==> src/rtl/swb_pkg.sv <==
package swb_pkg;

   typedef enum logic [2:0] {
      ST_IDLE,
      ST_WAIT,
      ST_PLO,
      ST_PHI,
      ST_TAKE,
      ST_BIT
   } swb_state_e;

   function automatic int unsigned swb_max3(input int unsigned a, input int unsigned b,
                                            input int unsigned c);
      int unsigned m;
      m = (a > b) ? a : b;
      return (m > c) ? m : c;
   endfunction

endpackage

==> src/rtl/swb_sync.sv <==
module swb_sync #(
   parameter int unsigned STAGES = 2
) (
   input  logic clk,
   input  logic rst_n,
   input  logic async_i,
   output logic sync_o
);
   logic [STAGES-1:0] stg_q;

   for (genvar i = 0; i < STAGES; i++) begin : g_stage
      if (i == 0) begin : g_first
         always_ff @(posedge clk or negedge rst_n) begin
            if (!rst_n) stg_q[0] <= 1'b0;
            else        stg_q[0] <= async_i;
         end
      end else begin : g_next
         always_ff @(posedge clk or negedge rst_n) begin
            if (!rst_n) stg_q[i] <= 1'b0;
            else        stg_q[i] <= stg_q[i-1];
         end
      end
   end

   assign sync_o = stg_q[STAGES-1];
endmodule

==> src/rtl/swb_readback.sv <==
module swb_readback #(
   parameter int unsigned STAGES = 2
) (
   input  logic clk,
   input  logic rst_n,
   input  logic drive_i,
   input  logic act_i,
   input  logic bus_s_i,
   output logic mism_o
);
   logic [STAGES-1:0] exp_q;
   logic [STAGES-1:0] act_q;

   for (genvar i = 0; i < STAGES; i++) begin : g_pipe
      if (i == 0) begin : g_head
         always_ff @(posedge clk or negedge rst_n) begin
            if (!rst_n) begin
               exp_q[0] <= 1'b0;
               act_q[0] <= 1'b0;
            end else begin
               exp_q[0] <= drive_i;
               act_q[0] <= act_i;
            end
         end
      end else begin : g_tail
         always_ff @(posedge clk or negedge rst_n) begin
            if (!rst_n) begin
               exp_q[i] <= 1'b0;
               act_q[i] <= 1'b0;
            end else begin
               exp_q[i] <= exp_q[i-1];
               act_q[i] <= act_q[i-1];
            end
         end
      end
   end

   // Wire level expected = not(driven low); equality with the drive flag is a mismatch.
   assign mism_o = act_q[STAGES-1] & act_i & (bus_s_i == exp_q[STAGES-1]);
endmodule

==> src/rtl/swb_rz_ser.sv <==
module swb_rz_ser #(
   parameter int unsigned DATA_W   = 8,
   parameter int unsigned UNIT_CYC = 3
) (
   input  logic              clk,
   input  logic              rst_n,
   input  logic              load_i,
   input  logic [DATA_W-1:0] data_i,
   input  logic              run_i,
   output logic              low_o,
   output logic              last_o
);
   localparam int unsigned CELL_CYC = 3 * UNIT_CYC;
   localparam int unsigned CW       = $clog2(CELL_CYC + 1);
   localparam int unsigned BW       = (DATA_W > 1) ? $clog2(DATA_W) : 1;

   logic [DATA_W-1:0] sh_q;
   logic [CW-1:0]     cell_q;
   logic [BW-1:0]     left_q;
   logic [CW-1:0]     low_len;
   logic              cell_end;

   assign low_len  = sh_q[DATA_W-1] ? CW'(UNIT_CYC) : CW'(2 * UNIT_CYC);
   assign cell_end = (cell_q == CW'(CELL_CYC - 1));

   always_ff @(posedge clk or negedge rst_n) begin
      if (!rst_n) begin
         sh_q   <= '0;
         cell_q <= '0;
         left_q <= '0;
      end else if (load_i) begin
         sh_q   <= data_i;
         cell_q <= '0;
         left_q <= BW'(DATA_W - 1);
      end else if (run_i) begin
         if (cell_end) begin
            cell_q <= '0;
            sh_q   <= sh_q << 1;
            if (left_q != '0) left_q <= left_q - 1'b1;
         end else begin
            cell_q <= cell_q + 1'b1;
         end
      end
   end

   assign low_o  = run_i & (cell_q < low_len);
   assign last_o = run_i & cell_end & (left_q == '0);
endmodule

==> src/rtl/swb_tx.sv <==
module swb_tx
   import swb_pkg::*;
#(
   parameter int unsigned DATA_W      = 8,
   parameter int unsigned SYNC_STAGES = 2,
   parameter int unsigned IDLE_CYC    = 6,
   parameter int unsigned PRIO_CYC    = 4,
   parameter int unsigned PROBE_CYC   = 3,
   parameter int unsigned TAKE_CYC    = 12,
   parameter int unsigned RX_MIN_TAKE = 5,
   parameter int unsigned UNIT_CYC    = 3
) (
   input  logic              clk,
   input  logic              rst_n,
   input  logic              start_i,
   input  logic [DATA_W-1:0] data_i,
   input  logic              bus_i,
   output logic              drive_low_o,
   output logic              busy_o,
   output logic              done_o,
   output logic              lost_o
);
   localparam int unsigned WAIT_TOT = IDLE_CYC + PRIO_CYC;
   localparam int unsigned MAX_CNT  = swb_max3(WAIT_TOT, PROBE_CYC, TAKE_CYC);
   localparam int unsigned CNT_W    = $clog2(MAX_CNT + 1);

   if (DATA_W < 1) begin : g_bad_width
      $error("swb_tx: DATA_W must be at least 1");
   end
   if (SYNC_STAGES < 1) begin : g_bad_sync
      $error("swb_tx: SYNC_STAGES must be at least 1");
   end
   if (TAKE_CYC <= 2 * RX_MIN_TAKE) begin : g_bad_take
      $error("swb_tx: TAKE_CYC must exceed twice RX_MIN_TAKE");
   end
   if (PROBE_CYC <= SYNC_STAGES) begin : g_bad_probe
      $error("swb_tx: PROBE_CYC must exceed SYNC_STAGES so both readbacks are seen");
   end
   if (UNIT_CYC <= SYNC_STAGES) begin : g_bad_unit
      $error("swb_tx: UNIT_CYC must exceed SYNC_STAGES so every cell edge is checked");
   end
   if (WAIT_TOT < 1) begin : g_bad_wait
      $error("swb_tx: idle plus priority wait must be at least 1");
   end

   swb_state_e       state_q;
   logic [CNT_W-1:0] cnt_q;
   logic             done_q, lost_q;
   logic             bus_s, mism, active;
   logic             ser_low, ser_last, ser_load, ser_run;

   swb_sync #(.STAGES(SYNC_STAGES)) u_sync (
      .clk     (clk),
      .rst_n   (rst_n),
      .async_i (bus_i),
      .sync_o  (bus_s)
   );

   assign active = (state_q == ST_PLO) || (state_q == ST_PHI) ||
                   (state_q == ST_TAKE) || (state_q == ST_BIT);

   assign ser_load = (state_q == ST_IDLE) && start_i;
   assign ser_run  = (state_q == ST_BIT);

   swb_rz_ser #(.DATA_W(DATA_W), .UNIT_CYC(UNIT_CYC)) u_ser (
      .clk    (clk),
      .rst_n  (rst_n),
      .load_i (ser_load),
      .data_i (data_i),
      .run_i  (ser_run),
      .low_o  (ser_low),
      .last_o (ser_last)
   );

   assign drive_low_o = (state_q == ST_PLO) || (state_q == ST_TAKE) || ser_low;

   swb_readback #(.STAGES(SYNC_STAGES)) u_rb (
      .clk     (clk),
      .rst_n   (rst_n),
      .drive_i (drive_low_o),
      .act_i   (active),
      .bus_s_i (bus_s),
      .mism_o  (mism)
   );

   always_ff @(posedge clk or negedge rst_n) begin
      if (!rst_n) begin
         state_q <= ST_IDLE;
         cnt_q   <= '0;
         done_q  <= 1'b0;
         lost_q  <= 1'b0;
      end else begin
         done_q <= 1'b0;
         lost_q <= 1'b0;
         if (mism) begin
            state_q <= ST_IDLE;
            cnt_q   <= '0;
            lost_q  <= 1'b1;
         end else begin
            unique case (state_q)
               ST_IDLE: begin
                  if (start_i) begin
                     state_q <= ST_WAIT;
                     cnt_q   <= '0;
                  end
               end
               ST_WAIT: begin
                  if (!bus_s) begin
                     cnt_q <= '0;
                  end else if (cnt_q == CNT_W'(WAIT_TOT - 1)) begin
                     state_q <= ST_PLO;
                     cnt_q   <= '0;
                  end else begin
                     cnt_q <= cnt_q + 1'b1;
                  end
               end
               ST_PLO: begin
                  if (cnt_q == CNT_W'(PROBE_CYC - 1)) begin
                     state_q <= ST_PHI;
                     cnt_q   <= '0;
                  end else begin
                     cnt_q <= cnt_q + 1'b1;
                  end
               end
               ST_PHI: begin
                  if (cnt_q == CNT_W'(PROBE_CYC - 1)) begin
                     state_q <= ST_TAKE;
                     cnt_q   <= '0;
                  end else begin
                     cnt_q <= cnt_q + 1'b1;
                  end
               end
               ST_TAKE: begin
                  if (cnt_q == CNT_W'(TAKE_CYC - 1)) begin
                     state_q <= ST_BIT;
                     cnt_q   <= '0;
                  end else begin
                     cnt_q <= cnt_q + 1'b1;
                  end
               end
               ST_BIT: begin
                  if (ser_last) begin
                     state_q <= ST_IDLE;
                     done_q  <= 1'b1;
                  end
               end
               default: state_q <= ST_IDLE;
            endcase
         end
      end
   end

   assign busy_o = (state_q != ST_IDLE);
   assign done_o = done_q;
   assign lost_o = lost_q;
endmodule

==> config.mk <==
export PLATFORM = sky130hd
export DESIGN_NAME = swb_tx
export DESIGN_NICKNAME = d
export VERILOG_FILES = /design/src/rtl/swb_pkg.sv /design/src/rtl/swb_sync.sv /design/src/rtl/swb_readback.sv /design/src/rtl/swb_rz_ser.sv /design/src/rtl/swb_tx.sv
export SDC_FILE = /design/constraint.sdc
export NUM_CORES = 1
export LEC_CHECK = 0
export ABC_AREA = 1
export CORE_MARGIN = 5
export CORE_UTILIZATION = 40
export CTS_BUF_LIST = sky130_fd_sc_hd__clkbuf_4
export DETAILED_ROUTE_END_ITERATION = 16
export MAX_ROUTING_LAYER = met4
export PLACE_DENSITY = 0.64
export SLEW_MARGIN = 20
export SYNTH_ARGS = -nofsm -noshare
export SYNTH_HDL_FRONTEND = slang
export SYNTH_SLANG_ARGS = --single-unit
==> constraint.sdc <==
create_clock -name clk -period 2.6 [get_ports clk]
set_input_delay 0.52 -clock clk [delete_from_list [all_inputs] [get_ports clk]]
set_output_delay 0.52 -clock clk [all_outputs]
set_load 0.005 [all_outputs]
* Word level (Yosys, flattened, before mapping)
Cells that the tools add are included.
Operators by class: add/subtract/negate cells 3, $lt $le $gt $ge 1, equal/unequal tests 17, multiplexer cells 31, bitwise gates (word level) 5, reductions and logical operators 19
Operator list (count):
- $mux 3 | 13
- $mux 4 | 9
- $mux 8 | 3
- $pmux 3 s6 | 1
- $pmux 4 s4 | 1
- $eq 4x4->1 const B | 3
- $ne 3x2->1 const B | 4
- $ne 3x3->1 const B | 3
- $add 4x1->4 const B | 2
- $reduce_and 7->1 | 1
- $eq 3x2->1 const B | 2
- $eq 3x3->1 const B | 2
- $logic_not 3->1 | 2
- $reduce_bool 2->1 | 3
- $reduce_bool 3->1 | 2
- $and 1x1->1 | 5
- $logic_or 1x1->1 | 5
- $reduce_bool 5->1 | 1
- $eq 4x2->1 const B | 1
- $lt 4x4->1 | 1
- $mux 1 | 4
- $reduce_and 2->1 | 2
- $eq 3x1->1 const B | 1
- $reduce_and 3->1 | 1
- 4 further kinds | 4
Word-level totals: register bits 30, input bits 12, output and inout bits 4, word-level logic and storage cells 89

* Depth between registers and ports, before layout
depth after elaboration 8, mapped depth 12, gate-level depth less buffers 11

* Cells and area by module
A second synthesis with hierarchy kept.
Unflattened totals: cells, all modules 230, area, all modules 1731.7 um^2
By module, submodules not included:
- swb_rz_ser | times used 1, cells an instance 116, area each 863.3 um^2, seq. area each 375.4 um^2
- swb_tx | times used 1, cells an instance 101, area each 689.4 um^2, seq. area each 225.2 um^2
- swb_readback | times used 1, cells an instance 11, area each 128.9 um^2, seq. area each 100.1 um^2
- swb_sync | times used 1, cells an instance 2, area each 50.0 um^2, seq. area each 50.0 um^2

* Worst setup path after synthesis
No wires, ideal clock.
path type register to output, start register state_q[1], end output port drive_low_o, data arrival time 1063 ps, required time 2080 ps, slack 1017 ps, stages on the path, launching flop included 6, buffers on the path 0, cells stage by stage dfrtp_1 -> inv_2 -> nand3_4 -> inv_1 -> nand2_1 -> o211ai_1
On the way: word-level cells in the longest chain between the ends 3, elaborated cells on any way between the ends 6, those cells by class 3 x eq/ne; 1 x bitwise; 2 x reduce/logical
Ends and longest elaborated chain:
- start, declared | RTL line swb_tx.sv:46 | swb_state_e state_q;
- start signal, assigned | RTL line swb_tx.sv:88 | state_q <= ST_IDLE;
- start signal, assigned | RTL line swb_tx.sv:96 | state_q <= ST_IDLE;
- start signal, assigned | RTL line swb_tx.sv:103 | state_q <= ST_WAIT;
- $eq 3x3->1 (tied with other cells) | RTL line swb_tx.sv:63 | assign ser_run = (state_q == ST_BIT);
- $and 1x1->1 or $logic_or 1x1->1 (tied branches) | RTL line swb_rz_ser.sv:46, swb_tx.sv:75
- $logic_or 1x1->1 * | RTL line swb_tx.sv:75 | assign drive_low_o = (state_q == ST_PLO) || (state_q == ST_TAKE) || ser_low;
- end, declared | RTL line swb_tx.sv:18 | output logic drive_low_o,
Every way passes the cells marked *; elsewhere a longest branch is shown, timed or not.

* Worst setup path in the final report
start register state_q[0], end output port drive_low_o
The elaborated chain is that of the path after synthesis.

==> impl_results.md <==
* Vias at between 1,000 and 1,500
* Worst-path clk slew at 0.08 ns
* Syn Inst Count at roughly 210
* Drt wl/cell at 12.0 um
* CTS tree: done
* Rel. slew slack at 0.749
* Crit start category: flop
* First DRT Iteration DRCs at 66
* Largest net degree at the start of global routing at 31
* Clock Skew at 0.0101 ns
* RSZ-0062 raised after global routing: false
* DIE AREA at 5870 um^2
* Maximum VDD drop at 0.382 mV
* Initial antenna violation count at 0
* Vias per cell at 4.93
* Worst reg-to-reg path cell count at 11
* Drt pass-1 iters at 4
* Initial Util at 0.411
* Worst Path Arrival at 1.93 ns
* Number of global-route vias before repair at 1,323
* Net Count, Synth at 229
* Fmax at 0.408 GHz
* GPL Wtd Cong at 0.819
* Worst-path cell chain: nand3_4 > inv_2 > nand2_1 > o211ai_1 > clkdlybuf4s50_1
* Placement Cell Area at about 2000 um^2
* Flop-to-flop setup slack at 0.71 ns
* Reg2reg end: state_q[1]$_DFFE_PN0P_
* Area grow syn2layout at 13.9%
* Fin crit period at 2.45 ns
* Power per cell area at approximately 1000 nW/um^2
* Layout cells sized above 1 at 0.162
* Critical path required time at 2.08 ns
* Final hold vios at 0
* CTS root buf: clkbuf_4
* Hold_buf cts at 0
* Static Leak at 0.00101 uW
* Worst Path Class, Setup: reg2out
* Synthesized flop and latch total at 30
* Finished Cell Area at 2020 um^2
* Met2 WL at around 1600 um
* Grt ovf at 0
* RR Startpoint: state_q[2]$_DFFE_PN0P_
* Met3 routed WL at between 100 and 150 um
* ANT nets after route at 0
* DRT met1 WL at 1590 um
* Library cells used by synthesis at 25
* Synthesized area per cell at approximately 8.6 um^2
* Slowest Stage Delay on Critical Path at 0.55 ns
* Die extent in x at 76.6 um
* I/O Buffers at 15
* Total negative slack at 0 ns
* Period Utilization, post-route at 0.942
* DRC at 0
* Worst setup EP type: primary output
* DR top layer: met4
* CTS H-tree depth at 2
* Clk Latency, worst-skew pair at approximately 0.31 ns
* Worst Hold Path Cells at 0
* Num CTS Buffers at 5
* Setup violations, final at 0
* GRT Util Overall at 0.126
* Share of the yosys chip area belonging to registers at 0.423
* Commonest non-fill, non-tap cells in the layout: nand2_1 (36), dfrtp_1 (29), nand3_1 (28)
* Outcome: completed
* Die Ht at 76.6 um
* Max FO, Critical Path at 8
* CTS Sinks at 30
* Worst hold slack at 0.354 ns
* Worst Hold End: u_rb.act_q[1]$_DFF_PN0_
* Post-Route WL at about 3400 um
* Most common library cell in the layout ignoring fill and taps: nand2_1
* Clock tree buffer depth at 2
* Global-route wire length before repair at 5980 um
* Hold Crit Start: u_rb.act_q[0]$_DFF_PN0_
* Dpl hpwl at 2500 um
* Crit-path slowest cell: dfrtp_1
* Worst slew pin tran at 0.377 ns
* IO Count at 16
* Max-slew violations at 0
* Syn Std Cell Area at about 1800 um^2
* Ys Warns at 0
* # rows at 24
* Nets at approximately 250
* Max Cap Viol at 0
* ANT cells at 0
* Worst Hold Class: reg2reg
* FILL cells at 435
* Core Area at 4320 um^2
==> how the worst max path moves through the flow <==
stage                        to  cells after the start              startpoint  slack (ns)
finish              drive_low_o                      5  state_q[0]$_DFFE_PN0P_        0.15
global route        drive_low_o                      5  state_q[0]$_DFFE_PN0P_       0.001
CTS                 drive_low_o                      6  state_q[1]$_DFFE_PN0P_        0.03
global placement    drive_low_o                      6  state_q[1]$_DFFE_PN0P_        0.42
floorplan           drive_low_o                      5  state_q[1]$_DFFE_PN0P_        1.02
detailed placement  drive_low_o                      6  state_q[1]$_DFFE_PN0P_        0.40
==> critical path: cells and delay by family (launching register included) <==
kind | cells | cell delay [ns]
AOI/OAI and AO/OA | 1 | 0.19
buffers and inverters | 2 | 0.66
and+or+nand+nor | 2 | 0.22
DFF | 1 | 0.55
==> area by class of cell <==
type | instances | area (um^2) | share of cell area
inverter | 26 | 97.6 | 0.0483
sequential | 30 | 752 | 0.372
multi-input combinational | 146 | 878 | 0.434
timing repair buffer | 20 | 188 | 0.0928
clock buffer | 5 | 37.5 | 0.0186
clock inverter | 1 | 3.75 | 0.00186
tap | 52 | 65.1 | 0.0322
==> where the power goes <==
group / switching, uW / leakage, uW / internal, uW
Combinational: 682 / 0.000614 / 428
Sequential: 122 / 0.000369 / 630
Clock: 142 / 0.0000246 / 92.2
Total: 946 / 0.00101 / 1150
==> sequential cells by signal, indices dropped and copies added, names as in the netlist, 2 cells and up <==
register / cells
cnt_q: 4
state_q: 3
u_rb.act_q: 2
u_rb.exp_q: 2
u_ser.cell_q: 4
u_ser.left_q: 3
u_ser.sh_q: 8
==> metrics by stage <==
stage | instances | power (uW) | setup WS (ns) | util
floorplan | 207 | 1620 | 1.02 | -
global placement | 272 | 1840 | 0.419 | 0.454
detailed placement | 272 | 1850 | 0.400 | 0.454
CTS | 278 | 2100 | 0.0334 | 0.464
global route | 280 | 2320 | 0.00146 | 0.468
finish | 280 | 2100 | 0.152 | 0.468
==> synthesized netlist by cell type <==
| cell | number | share of area |
|---|---|---|
| o211ai_1 | 1 | 0.0042 |
| nor3_1 | 2 | 0.0056 |
| nor2_1 | 11 | 0.023 |
| nand4_1 | 6 | 0.021 |
| inv_2 | 5 | 0.011 |
| o21ai_2 | 1 | 0.0049 |
| o21ai_1 | 7 | 0.020 |
| nor2_4 | 2 | 0.013 |
| inv_1 | 21 | 0.044 |
| dfrtp_1 | 30 | 0.42 |
| nand3_2 | 4 | 0.023 |
| buf_4 | 2 | 0.0085 |
| o21ai_0 | 5 | 0.014 |
| nor2_8 | 1 | 0.011 |
| nand2_1 | 36 | 0.076 |
| xor2_1 | 2 | 0.0099 |
| a21oi_1 | 16 | 0.045 |
| ha_1 | 10 | 0.070 |
| nand2_2 | 1 | 0.0035 |
| nand3b_1 | 2 | 0.0085 |
| buf_6 | 3 | 0.019 |
| nand3_1 | 28 | 0.079 |
| nand2_4 | 4 | 0.025 |
| nand3_4 | 2 | 0.020 |
| nor2_2 | 5 | 0.018 |
==> timing repair <==
action,in CTS,in global routing
setup endpoints to repair,0,1
hold endpoints to repair,0,0
gates resized for setup,0,2
setup buffers,0,2
==> routing by layer <==
| layer | GRT usage | up-vias |
|---|---|---|
| met5 | - | - |
| met4 | 0.0262 | 0 |
| met3 | 0.0355 | 2 |
| met2 | 0.198 | 24 |
| li1 | - | 724 |
| met1 | 0.162 | 629 |
==> cells by family (layout without fill, tap and decap cells) <==
group	Yosys count	count (layout)	share of synthesized area
compound gates	30	30	0.0881
xor+xnor	2	2	0.00987
fa+ha+maj	10	10	0.0705
buf+inv	31	52	0.0825
flops	30	30	0.423
simple gates	104	104	0.326
Note: power is estimated with default switching activity, not from simulation.
